==> src/rtl/irqdc_pkg.sv <==
package irqdc_pkg;

    typedef enum logic [1:0] {
        C_IDLE = 2'd0,
        C_PEND = 2'd1,
        C_OWN  = 2'd2,
        C_BACK = 2'd3
    } cell_st_e;

    typedef enum logic {
        A_OFF = 1'b0,
        A_ON  = 1'b1
    } ack_st_e;

    function automatic int idw_of(input int n);
        return (n > 1) ? $clog2(n) : 1;
    endfunction

endpackage

==> src/rtl/irqdc_cell.sv <==
module irqdc_cell
    import irqdc_pkg::*;
#(
    parameter int ID_W        = 2,
    parameter int IDX         = 0,
    parameter int BACKOFF_CYC = 4
) (
    input  logic            clk,
    input  logic            rst,
    input  logic            dev_req,
    input  logic            ack_in,
    output logic            ack_out,
    output logic            req_out,
    output logic            holding,
    output logic            claim,
    output logic            drive,
    output logic [ID_W-1:0] id_out
);

    localparam int CNT_W = (BACKOFF_CYC > 1) ? $clog2(BACKOFF_CYC) : 1;
    localparam logic [CNT_W-1:0] CNT_LAST = CNT_W'(BACKOFF_CYC - 1);
    localparam logic [ID_W-1:0]  MY_ID    = ID_W'(IDX);

    cell_st_e        st;
    logic            ack_q;
    logic [CNT_W-1:0] cnt;

    assign req_out = (st == C_PEND) || (st == C_OWN);
    assign holding = (st == C_OWN);
    assign claim   = (st == C_PEND) && ack_in && !ack_q;
    assign ack_out = ack_in && !req_out;
    assign drive   = (st == C_OWN) && ack_in;
    assign id_out  = MY_ID;

    always_ff @(posedge clk) begin
        if (rst) begin
            st    <= C_IDLE;
            ack_q <= 1'b0;
            cnt   <= '0;
        end else begin
            ack_q <= ack_in;
            unique case (st)
                C_IDLE: if (dev_req) st <= C_PEND;
                C_PEND: begin
                    if (!dev_req)  st <= C_IDLE;
                    else if (claim) st <= C_OWN;
                end
                C_OWN: begin
                    if (!ack_in) begin
                        st  <= C_BACK;
                        cnt <= '0;
                    end else if (!dev_req) begin
                        st <= C_IDLE;
                    end
                end
                C_BACK: begin
                    if (cnt == CNT_LAST) st <= C_IDLE;
                    else                 cnt <= cnt + 1'b1;
                end
                default: st <= C_IDLE;
            endcase
        end
    end

    // ownership starts only after a registered 0-to-1 on the incoming acknowledge
    p_claim_on_edge_r6: assert property (@(posedge clk) disable iff (rst)
        (st == C_OWN && $past(st) != C_OWN) |-> ($past(ack_in) && !$past(ack_q)));

    // an owner whose acknowledge is pulled low moves into back-off
    p_preempt_release_r7: assert property (@(posedge clk) disable iff (rst)
        (st == C_OWN && !ack_in) |=> (st == C_BACK));

    // back-off exits only toward idle, never straight to a request
    p_backoff_exit_r9: assert property (@(posedge clk) disable iff (rst)
        (st == C_BACK) |=> (st == C_BACK || st == C_IDLE));

endmodule

==> src/rtl/irqdc_ackctl.sv <==
module irqdc_ackctl
    import irqdc_pkg::*;
(
    input  logic clk,
    input  logic rst,
    input  logic irq_line,
    input  logic cpu_ready,
    input  logic busy,
    output logic ack_root
);

    ack_st_e st;

    assign ack_root = (st == A_ON);

    always_ff @(posedge clk) begin
        if (rst) begin
            st <= A_OFF;
        end else begin
            unique case (st)
                A_OFF: if (irq_line && cpu_ready) st <= A_ON;
                A_ON:  if (!cpu_ready || !busy)   st <= A_OFF;
                default: st <= A_OFF;
            endcase
        end
    end

endmodule

==> src/rtl/irqdc_idmux.sv <==
module irqdc_idmux #(
    parameter int N    = 4,
    parameter int ID_W = 2
) (
    input  logic [N-1:0]           sel,
    input  logic [N-1:0][ID_W-1:0] ids,
    output logic [ID_W-1:0]        id
);

    always_comb begin
        id = '0;
        for (int i = 0; i < N; i++) begin
            id = id | (ids[i] & {ID_W{sel[i]}});
        end
    end

endmodule

==> src/rtl/irqdc_arbiter.sv <==
module irqdc_arbiter
    import irqdc_pkg::*;
#(
    parameter int N           = 4,
    parameter int BACKOFF_CYC = 4,
    localparam int ID_W       = idw_of(N)
) (
    input  logic            clk,
    input  logic            rst,
    input  logic            cpu_ready,
    input  logic [N-1:0]    dev_req,
    output logic            irq_line,
    output logic            ack_root,
    output logic [N-1:0]    chain_ack,
    output logic [N-1:0]    owner,
    output logic            id_valid,
    output logic [ID_W-1:0] id_bus
);

    logic [N:0]            ack_link;
    logic [N-1:0]          req_vec;
    logic [N-1:0]          hold_vec;
    logic [N-1:0]          claim_vec;
    logic [N-1:0][ID_W-1:0] id_vec;
    logic                  busy;

    assign ack_link[0] = ack_root;
    assign chain_ack   = ack_link[N:1];
    assign irq_line    = |req_vec;
    assign busy        = (|hold_vec) || (|claim_vec);
    assign id_valid    = |owner;

    irqdc_ackctl u_ackctl (
        .clk       (clk),
        .rst       (rst),
        .irq_line  (irq_line),
        .cpu_ready (cpu_ready),
        .busy      (busy),
        .ack_root  (ack_root)
    );

    for (genvar i = 0; i < N; i++) begin : g_cell
        irqdc_cell #(
            .ID_W        (ID_W),
            .IDX         (i),
            .BACKOFF_CYC (BACKOFF_CYC)
        ) u_cell (
            .clk     (clk),
            .rst     (rst),
            .dev_req (dev_req[i]),
            .ack_in  (ack_link[i]),
            .ack_out (ack_link[i+1]),
            .req_out (req_vec[i]),
            .holding (hold_vec[i]),
            .claim   (claim_vec[i]),
            .drive   (owner[i]),
            .id_out  (id_vec[i])
        );
    end

    irqdc_idmux #(.N(N), .ID_W(ID_W)) u_idmux (
        .sel (owner),
        .ids (id_vec),
        .id  (id_bus)
    );

    // never more than one cell on the identifier bus
    p_one_owner_r5: assert property (@(posedge clk) disable iff (rst)
        $onehot0(owner));

    // the bus is driven only under a high root acknowledge
    p_bus_needs_ack_r5: assert property (@(posedge clk) disable iff (rst)
        id_valid |-> ack_root);

    // the acknowledge rises only after a seen request with the processor ready
    p_ack_needs_irq_r2: assert property (@(posedge clk) disable iff (rst)
        $rose(ack_root) |-> $past(irq_line && cpu_ready));

    // no owner while a higher-priority cell is requesting
    for (genvar j = 1; j < N; j++) begin : g_prio
        p_prio_r4: assert property (@(posedge clk) disable iff (rst)
            owner[j] |-> !(|req_vec[j-1:0]));
    end

endmodule

==> config.mk <==
export PLATFORM = sky130hd
export DESIGN_NAME = irqdc_arbiter
export DESIGN_NICKNAME = d
export VERILOG_FILES = /design/src/rtl/irqdc_pkg.sv /design/src/rtl/irqdc_cell.sv /design/src/rtl/irqdc_ackctl.sv /design/src/rtl/irqdc_idmux.sv /design/src/rtl/irqdc_arbiter.sv
export SDC_FILE = /design/constraint.sdc
export NUM_CORES = 1
export LEC_CHECK = 0
export BUFFER_PORTS_ARGS = -buffer_cell sky130_fd_sc_hd__buf_2
export CELL_PAD_IN_SITES_DETAIL_PLACEMENT = 0
export CELL_PAD_IN_SITES_GLOBAL_PLACEMENT = 1
export CORE_UTILIZATION = 30
export CTS_CLUSTER_DIAMETER = 60
export DETAILED_ROUTE_END_ITERATION = 10
export GPL_TIMING_DRIVEN = 0
export PLACE_DENSITY_LB_ADDON = 0.1
export SYNTH_ARGS = -nofsm -noshare
export SYNTH_HDL_FRONTEND = slang
export SYNTH_SLANG_ARGS = --single-unit
==> constraint.sdc <==
create_clock -name clk -period 2.4 [get_ports clk]
set_input_delay 0.72 -clock clk [delete_from_list [all_inputs] [get_ports clk]]
set_output_delay 0.72 -clock clk [all_outputs]
set_load 0.03 [all_outputs]
* Word-level counts from Yosys, hierarchy flattened
Index checks and enable logic that the tools add are counted.
** Operators by class
- Add/subtract/negate cells :: 4
- Equal/unequal tests :: 40
- Multiplexer cells :: 43
- Bitwise operators :: 3
- Reduce and logical (&&, ||, !) cells :: 53
** Operators with widths (count)
- 2-to-1 mux 2 bit :: 32
- one-hot mux 2 bit (4 select lines) :: 4
- equality test 2 bit, second input constant :: 12
- inequality test 2 bit, second input constant :: 12
- logical AND 1 bit :: 17
- one-hot mux 2 bit (2 select lines) :: 4
- AND reduction 4 bit :: 4
- OR reduction 4 bit :: 4
- inequality test 3 x 2 -> 1 bit, second input constant :: 4
- inequality test 3 bit, second input constant :: 4
- AND reduction 3 bit :: 4
- zero test 1 bit :: 10
- adder 2 x 1 -> 2 bit, second input constant :: 4
- equality test 2 x 1 -> 1 bit, second input constant :: 4
- zero test 2 bit :: 4
- inequality test 2 x 1 -> 1 bit, second input constant :: 4
- nonzero test 2 bit :: 4
- logical OR 1 bit :: 6
- 2-to-1 mux 1 bit :: 2
- bitwise OR 1 x 2 -> 2 bit :: 1
- bitwise OR 2 bit :: 1
- one-hot mux 1 bit (2 select lines) :: 1
- NOT 1 bit :: 1
** Storage, ports and cells
- Register bits after elaboration :: 21
- Bits of input ports :: 7
- Output and inout port bits :: 13
- Logic and storage cells :: 156

* Longest topological paths before layout
Gate-level depths: netlist (run 1).
- Word-level depth :: 14
- Depth in mapped cells :: 9
- Depth with buffers taken out :: 9

* Cells and area by module
Synthesis (run 1) repeated with hierarchy kept, for this count alone.
** Second synthesis, totals
- Cell total of the unflattened synthesis :: 204
- Area total of the unflattened synthesis :: 1660.3 µm²
** By module, submodules not included
- irqdc_cell at g_cell[1].u_cell ... :: instances 2, cells an instance 48, area each 389.1 µm², seq. area each 100.1 µm²
- irqdc_cell at g_cell[0].u_cell ... :: instances 2, cells an instance 47, area each 385.4 µm², seq. area each 100.1 µm²
- irqdc_ackctl :: instances 1, cells an instance 3, area each 42.5 µm², seq. area each 20.0 µm²
- irqdc_idmux :: instances 1, cells an instance 6, area each 37.5 µm², seq. area each 0.0 µm²
- irqdc_arbiter :: instances 1, cells an instance 5, area each 31.3 µm², seq. area each 0.0 µm²

* Worst setup path after synthesis (run 1)
OpenSTA, ideal clock, no wires.
- Path type :: register -> output
- From :: reg g_cell[1].u_cell.st[0]
- To :: out id_valid
- Data arrival time :: 1881 ps
- Data required time :: 1680 ps
- Slack :: -201 ps
- Cell stages (with the launch flop) :: 8
- Buffers on the path :: 1
- Path through :: dfxtp_1 > inv_1 > ha_1 > or4b_1 > buf_2 > inv_1 > nand2_1 > nand4_1
** Between the ends
- Longest elaborated chain between the ends :: 7
- Elaborated cells between the ends (all ways) :: 10
- Classes of those cells :: 2 x eq/ne; 8 x reduce/logical
** Ends and longest elaborated chain
- start, declared :: line irqdc_cell.sv:24 : cell_st_e st;
- start signal, assigned :: line irqdc_cell.sv:37 : st <= C_IDLE;
- start signal, assigned :: line irqdc_cell.sv:43 : C_IDLE: if (dev_req) st <= C_PEND;
- start signal, assigned :: line irqdc_cell.sv:45 : if (!dev_req) st <= C_IDLE;
- equality test 2 x 1 -> 1 bit or equality test 2 bit (tied branches) :: line irqdc_cell.sv:28 : assign req_out = (st == C_PEND) || (st == C_OWN);
- logical OR 1 bit (*) :: line irqdc_cell.sv:28
- zero test 1 bit (*) :: line irqdc_cell.sv:31 : assign ack_out = ack_in && !req_out;
- logical AND 1 bit (*) (2 in a row) :: line irqdc_cell.sv:31
- named net g_cell[2].u_cell.ack_out :: line irqdc_cell.sv:12 : output logic ack_out,
- logical AND 1 bit (*) :: line irqdc_cell.sv:32 : assign drive = (st == C_OWN) && ack_in;
- OR reduction 4 bit (*) :: line irqdc_arbiter.sv:31 : assign id_valid = |owner;
- end, declared :: line irqdc_arbiter.sv:16 : output logic id_valid,
The timed path passes the listed nets; every way through them passes the cells marked *.

* Worst setup path in the final report (run 1)
- From :: reg g_cell[2].u_cell.st[1]
- To :: out id_valid
** Between the ends
- Longest elaborated chain between the ends :: 6
- Elaborated cells between the ends (all ways) :: 8
- Classes of those cells :: 2 x eq/ne; 6 x reduce/logical
** Ends and longest elaborated chain (line)
- start, declared :: irqdc_cell.sv:24
- start signal, assigned :: irqdc_cell.sv:37
- start signal, assigned :: irqdc_cell.sv:43
- start signal, assigned :: irqdc_cell.sv:45
- equality test 2 x 1 -> 1 bit or equality test 2 bit (tied branches) :: irqdc_cell.sv:28
- logical OR 1 bit (*) :: irqdc_cell.sv:28
- zero test 1 bit (*) :: irqdc_cell.sv:31
- logical AND 1 bit (*) :: irqdc_cell.sv:31
- named net g_cell[2].u_cell.ack_out :: irqdc_cell.sv:12
- logical AND 1 bit (*) :: irqdc_cell.sv:32
- OR reduction 4 bit (*) :: irqdc_arbiter.sv:31
Marked as above.

==> summary.md, run 1 <==
| Metric | Value |
|---|---|
| R2R Setup Slk | `-70 ps` |
| Top routing layer in use | `met4` |
| Overall routed net length | `4.220 mm` |
| Fin. Hold Viols | `0` |
| Placer congestion estimate | `a little over 0.8` |
| Met1 WL | `between 2 and 2.5 mm` |
| Post-Synthesis Cells | `202` |
| FF-to-FF path depth | `8` |
| Initial DRC count | `61` |
| Gr usage total | `15.37%` |
| Vias in the first global route | `roughly 1500` |
| First-pass GRT wire length | `6.651 mm` |
| CORE AREA | `5140 µm²` |
| Sequential area share after synthesis | `26.23%` |
| Nets | `275` |
| Synthesized flop and latch total | `21` |
| Share of cells above drive strength 1 | `34.29%` |
| Crit path time final | `2656 ps` |
| FF-to-FF End | `g_cell[3].u_cell.st[1]$_SDFFE_PP0P_` |
| CP Capture Type | `output port` |
| Clock Latency Late Sink | `270 ps` |
| Leakage | `0.9861 nW` |
| Crit share post-route | `110.7%` |
| IO Port Bufs | `19` |
| Syn_area_per_cell | `between 7 and 8 µm²` |
| Total gr overflow | `0` |
| Vias per std cell | `4.943` |
| Clock Root Buffer | `clkbuf_8` |
| Slew margin rel. | `a little over 60%` |
| Initial Util | `31.18%` |
| Critical Path RT | `approximately 1700 ps` |
| DR pass1 iterations | `4` |
| Unrepaired setup endpoints after global routing | `true` |
| Post-DRT Antenna Nets | `0` |
| Max Clk Rate | `about 380 MHz` |
| TritonCTS Buffers | `3` |
| Minimum hold slack | `495.8 ps` |
| FP Rows | `26` |
| Count leader, synth | `inv_1` |
| Max-Cap Viols | `0` |
| Cell Area, Synth | `1603 µm²` |
| Slew Limit Fails | `0` |
| Clk sinks | `21` |
| WS Path Type | `flip-flop to output port` |
| Pwr/cell area | `495.2 nW/µm²` |
| Yosys warning count | `0` |
| Clock slew at reported path FFs | `90 ps` |
| Fin util | `42.31%` |
| CP max FO | `5` |
| Largest net degree at the start of global routing | `13` |
| Dpl hpwl | `2.900 mm` |
| Die Wd | `75.10 µm` |
| WL per Instance | `13.40 µm` |
| Worst Setup EP | `id_valid` |
| Async SR Flop Fraction | `0%` |
| Failing checks | `negative setup slack` |
| Worst setup path start | `g_cell[2].u_cell.st[1]$_SDFFE_PP0P_` |
| Area of the die | `5639 µm²` |
| Placement Setup Slack | `-196.2 ps` |
| Post-synth EDFFs | `0` |
| Total number of vias | `between 1500 and 2000` |
| Metal2 WL | `just over 2 mm` |
| Synth area leaders | `dfxtp_1, ha_1, inv_1` |
| Synth area leader | `dfxtp_1` |
| Worst-Margin Slew | `586.4 ps` |
| ANT cells | `0` |
| Mapped Nets | `~230` |
| Die height | `75.10 µm` |
| PnR worst setup slack | `-255.8 ps` |
| Clk buf depth | `2` |
| I/O Pins | `20` |
| Status | `finished with violations` |
| CTS tree | `built` |
| Initial antenna violation count | `0` |
| Setup Skew | `7.680 ps` |
| Residual DRC | `0` |
| Area delta synth->final | `35.68%` |
| Post-synth top area share | `26.23%` |
| Worst r2r src | `g_cell[2].u_cell.st[1]$_SDFFE_PP0P_` |
| Critical Path AT | `1940 ps` |
| H-Tree Depth | `1` |
| Maximum vdd ir drop | `0.3342 mV` |
| Synth cell types | `43` |
| Post-synth top cells | `inv_1, ha_1, dfxtp_1, a21oi_1, o21ai_0` |
| WL met3 | `roughly 90 µm` |
| Ys flop type | `dfxtp_1` |
| Final setup fails | `9` |
| Startpoint Class | `flip-flop` |
| Worst hold path class | `flip-flop to flip-flop` |
[cell families (layout without fill, tap and decap cells)]
kind of cell / Yosys count / count (layout) / share of synthesized area (%)
flops: 21 / 21 / 26.23
fa+ha+maj: 22 / 22 / 17.17
buf+inv: 37 / 80 / 10.62
compound gates: 58 / 58 / 23.73
simple gates: 64 / 64 / 22.25
[layer usage]
metal  GRT usage, %  vias to the layer above
met2          27.43                       20
met1          18.95                      747
met5              0                        -
met3          2.945                        4
met4          3.774                        0
li1               -                      786
[cell usage in the layout, fill, tap and decap left out, drive strengths merged, types with 2 or more instances in the layout]
cell	netlist	layout
buf	10	49
inv	25	24
ha	22	22
dfxtp	21	21
a21oi	17	17
o21ai	12	12
nor2	11	11
nand2	11	11
nor2b	8	8
nand2b	7	7
a22oi	5	5
clkbuf	2	5
nand3b	4	4
a211oi	4	4
nand3	4	4
nor3	3	3
and2	3	3
nor3b	3	3
a211o	3	3
a21o	3	3
nand4	2	2
or4	2	2
o32ai	2	2
or3	2	2
clkinv	0	2
[flip-flops by register name, summed over array words and instances, names as in the netlist]
name / count
g_cell.u_cell.ack_q: 4
g_cell.u_cell.cnt: 8
g_cell.u_cell.st: 8
u_ackctl.ack_root: 1
[where the power goes]
group / switching (mW) / total [mW] / internal [mW]
Sequential: 0.0198 / 0.395 / 0.375
Clock: 0.129 / 0.245 / 0.116
Combinational: 0.226 / 0.438 / 0.212
Total: 0.374 / 1.08 / 0.703
[timing repair]
item	in CTS	in global routing
buffers inserted	15	13
gates resized for setup	36	14
endpoints found under the hold margin	0	0
hold buffers	0	0
cloned	0	0
endpoints found under the setup margin	11	13
pin swaps	5	6
[how the worst min path moves through the flow]
stage                                         startpoint  slack [ps]                                   end  cells past startpoint
CTS                 g_cell[1].u_cell.cnt[0]$_SDFFE_PP0P_         500  g_cell[1].u_cell.cnt[0]$_SDFFE_PP0P_                      2
finish              g_cell[1].u_cell.cnt[0]$_SDFFE_PP0P_         500  g_cell[1].u_cell.cnt[0]$_SDFFE_PP0P_                      2
detailed placement  g_cell[1].u_cell.cnt[0]$_SDFFE_PP0P_         490  g_cell[1].u_cell.cnt[0]$_SDFFE_PP0P_                      2
floorplan           g_cell[1].u_cell.cnt[0]$_SDFFE_PP0P_         460  g_cell[1].u_cell.cnt[0]$_SDFFE_PP0P_                      2
global placement    g_cell[1].u_cell.cnt[0]$_SDFFE_PP0P_         480  g_cell[1].u_cell.cnt[0]$_SDFFE_PP0P_                      2
global route        g_cell[1].u_cell.cnt[0]$_SDFFE_PP0P_         530  g_cell[1].u_cell.cnt[0]$_SDFFE_PP0P_                      2
[stage by stage]
step | power, mW | setup TNS, ps | cells | instance area, µm²
global placement | 0.7231 | -732.3 | 291 | 1844
detailed placement | 0.7327 | -817.6 | 291 | 1844
floorplan | 0.6478 | -25.30 | 202 | 1662
global route | 1.140 | -1771 | 315 | 2175
CTS | 1.040 | -1983 | 307 | 2081
finish | 1.077 | -1396 | 315 | 2175
[cell type report]
type	instances	area, µm²
Sequential cell	21	432.9
Clock buffer	3	41.29
Buffer	5	27.53
Inverter	25	108.9
Timing Repair Buffer	46	367.9
Tap cell	70	87.58
Clock inverter	1	5.005
Fill cell	566	2965
Multi-Input combinational cell	144	1104
[worst max-delay path, stage by stage, from the launching register on]
cell	delay, ps
dfxtp_2	360
inv_4	50
ha_4	230
or4b_4	570
clkinv_4	90
nand2_8	70
nand4_1	140
buf_6	140
No activity file was read; power rests on OpenSTA's default activity.
==> inputs of run 2 (changes only) <==
Settings changed: RECOVER_POWER from default to 25.
==> run 2 against run 1 <==
  * First-iteration DRC count unchanged
  * Hold slack unchanged
  * Sequential cell count unchanged
  * Clock power about the same
  * Fmax unchanged
  * Cell area down 0.12%
  * Combinational power about the same
  * Critical path depth unchanged
  * Critical path type unchanged
  * The run still ends with negative setup slack left
  * Count of clock-buffer cells in the layout unchanged
  * Cell count unchanged
  * Global-route usage unchanged
  * Power down 0.14%
==> summary.md, run 2 (synthesis gave the netlist of run 1 again) <==
| Metric | Value |
|---|---|
| Status | `finished with violations` |
| Failing checks | `negative setup slack` |
| Slew margin rel. | `roughly three fifths` |
| Unrepaired setup endpoints after global routing | `true` |
| CORE AREA | `5140 µm²` |
| Clock slew at reported path FFs | `around 90 ps` |
| Setup Skew | `a little under 8 ps` |
| Area delta synth->final | `35.52%` |
| Startpoint Class | `flip-flop` |
| CTS tree | `built` |
| Vias in the first global route | `around 1500` |
| Worst hold path class | `flip-flop to flip-flop` |
| I/O Pins | `20` |
| Post-DRT Antenna Nets | `0` |
| CP max FO | `5` |
| Initial antenna violation count | `0` |
| Fin. Hold Viols | `0` |
| FP Rows | `26` |
| Initial Util | `31.18%` |
| Slew Limit Fails | `0` |
| Commonest non-fill, non-tap cell in the layout | `buf_4` |
| WS Path Type | `flip-flop to output port` |
| Clk sinks | `21` |
| Commonest cells after routing, fill and taps aside | `buf_4, ha_1, a21oi_1` |
| Largest net degree at the start of global routing | `13` |
| Dpl hpwl | `about 2.9 mm` |
| Overall routed net length | `4.220 mm` |
| CP Capture Type | `output port` |
| Vias per std cell | `between 4 and 5` |
| Pwr/cell area | `495.1 nW/µm²` |
| Critical Path RT | `1680 ps` |
| Nets | `275` |
| Total gr overflow | `0` |
| Clk buf depth | `2` |
| Gr usage total | `between 10% and 20%` |
| Crit path time final | `2656 ps` |
| Clock Root Buffer | `clkbuf_8` |
| Fin util | `42.26%` |
| TritonCTS Buffers | `3` |
| Fillers | `568` |
| Residual DRC | `0` |
| R2R Setup Slk | `-70 ps` |
| Initial DRC count | `61` |
| H-Tree Depth | `1` |
| Die Wd | `75.10 µm` |
| Share of cells above drive strength 1 | `33.47%` |
| Leakage | `0.9820 nW` |
| Crit share post-route | `110.7%` |
| Critical Path AT | `1940 ps` |
| # placed instances | `slightly below 300` |
| Placer congestion estimate | `0.8161` |
| Hold-fix buffers at CTS | `0` |
| Die height | `75.10 µm` |
| Maximum vdd ir drop | `0.3340 mV` |
| Minimum hold slack | `slightly below 500 ps` |
| Final setup fails | `9` |
| ANT cells | `0` |
| Clock Latency Late Sink | `270 ps` |
| Worst-Margin Slew | `586.4 ps` |
| Overall power | `1.075 mW` |
| Fin cells | `315` |
| Max-Cap Viols | `0` |
| WL per Instance | `13.40 µm` |
| Area of the die | `5639 µm²` |
| Max Clk Rate | `376.5 MHz` |
| DR pass1 iterations | `4` |
| Total number of vias | `1556` |
| PnR worst setup slack | `-255.8 ps` |
| First-pass GRT wire length | `6.651 mm` |
| Largest registers | `g_cell.u_cell.cnt: 8 flops, g_cell.u_cell.st: 8 flops, g_cell.u_cell.ack_q: 4 flops` |
| IO Port Bufs | `19` |
## run 2: timing repair
| item | in CTS | in global routing |
|---|---|---|
| endpoints found under the setup margin | 11 | 13 |
| resized for setup | 36 | 14 |
| buffers inserted | 15 | 13 |
| pin swaps | 5 | 6 |
## run 2: final cells by class
cell class / instances / area (µm²) / share of cell area (%)
multi-input combinational: 144 / 1104 / 50.81
clock buffer: 3 / 41.29 / 1.901
inverter: 25 / 108.9 / 5.012
sequential: 21 / 431.7 / 19.87
timing repair buffer: 46 / 366.6 / 16.88
buffer: 5 / 27.53 / 1.267
clock inverter: 1 / 5.005 / 0.2304
tap: 70 / 87.58 / 4.032
## run 2: stage by stage
step	TNS, ps	setup slack (ps)	area, µm²
CTS	-1983	-311.1	2081
finish	-1409	-255.8	2172
global placement	-732.3	-185.1	1844
floorplan	-25.30	-25.30	1662
detailed placement	-817.6	-196.2	1844
global route	-1880	-293.3	2172
## run 2: worst paths after layout
kind                                         from                                   end  depth (start not counted)
min reg2reg  g_cell[1].u_cell.cnt[0]$_SDFFE_PP0P_  g_cell[1].u_cell.cnt[0]$_SDFFE_PP0P_                          2
max reg2reg   g_cell[2].u_cell.st[1]$_SDFFE_PP0P_   g_cell[3].u_cell.st[1]$_SDFFE_PP0P_                          8
min          g_cell[1].u_cell.cnt[0]$_SDFFE_PP0P_  g_cell[1].u_cell.cnt[0]$_SDFFE_PP0P_                          2
max           g_cell[2].u_cell.st[1]$_SDFFE_PP0P_                              id_valid                          7
## run 2: where the power goes
group | total [mW] | leakage [nW] | switching, mW | internal, mW
combinational | 0.437 | 0.783 | 0.226 | 0.211
sequential | 0.394 | 0.174 | 0.0199 | 0.374
clock | 0.245 | 0.0255 | 0.129 | 0.116
total | 1.08 | 0.982 | 0.374 | 0.701
## run 2: worst max-delay path, stage by stage (launching register included)
cell and delay, ps:
dfxtp_2 360, inv_4 50, ha_4 230, or4b_4 570
clkinv_4 90, nand2_8 70, nand4_1 140, buf_6 140
## run 2: routing by layer
metal	share of wire, %	track usage [%]	vias to the layer above
met5	0	0	-
met4	0.69	3.774	0
met3	2.1	2.945	4
met2	49	27.43	20
met1	48	18.95	746
li1	-	-	786
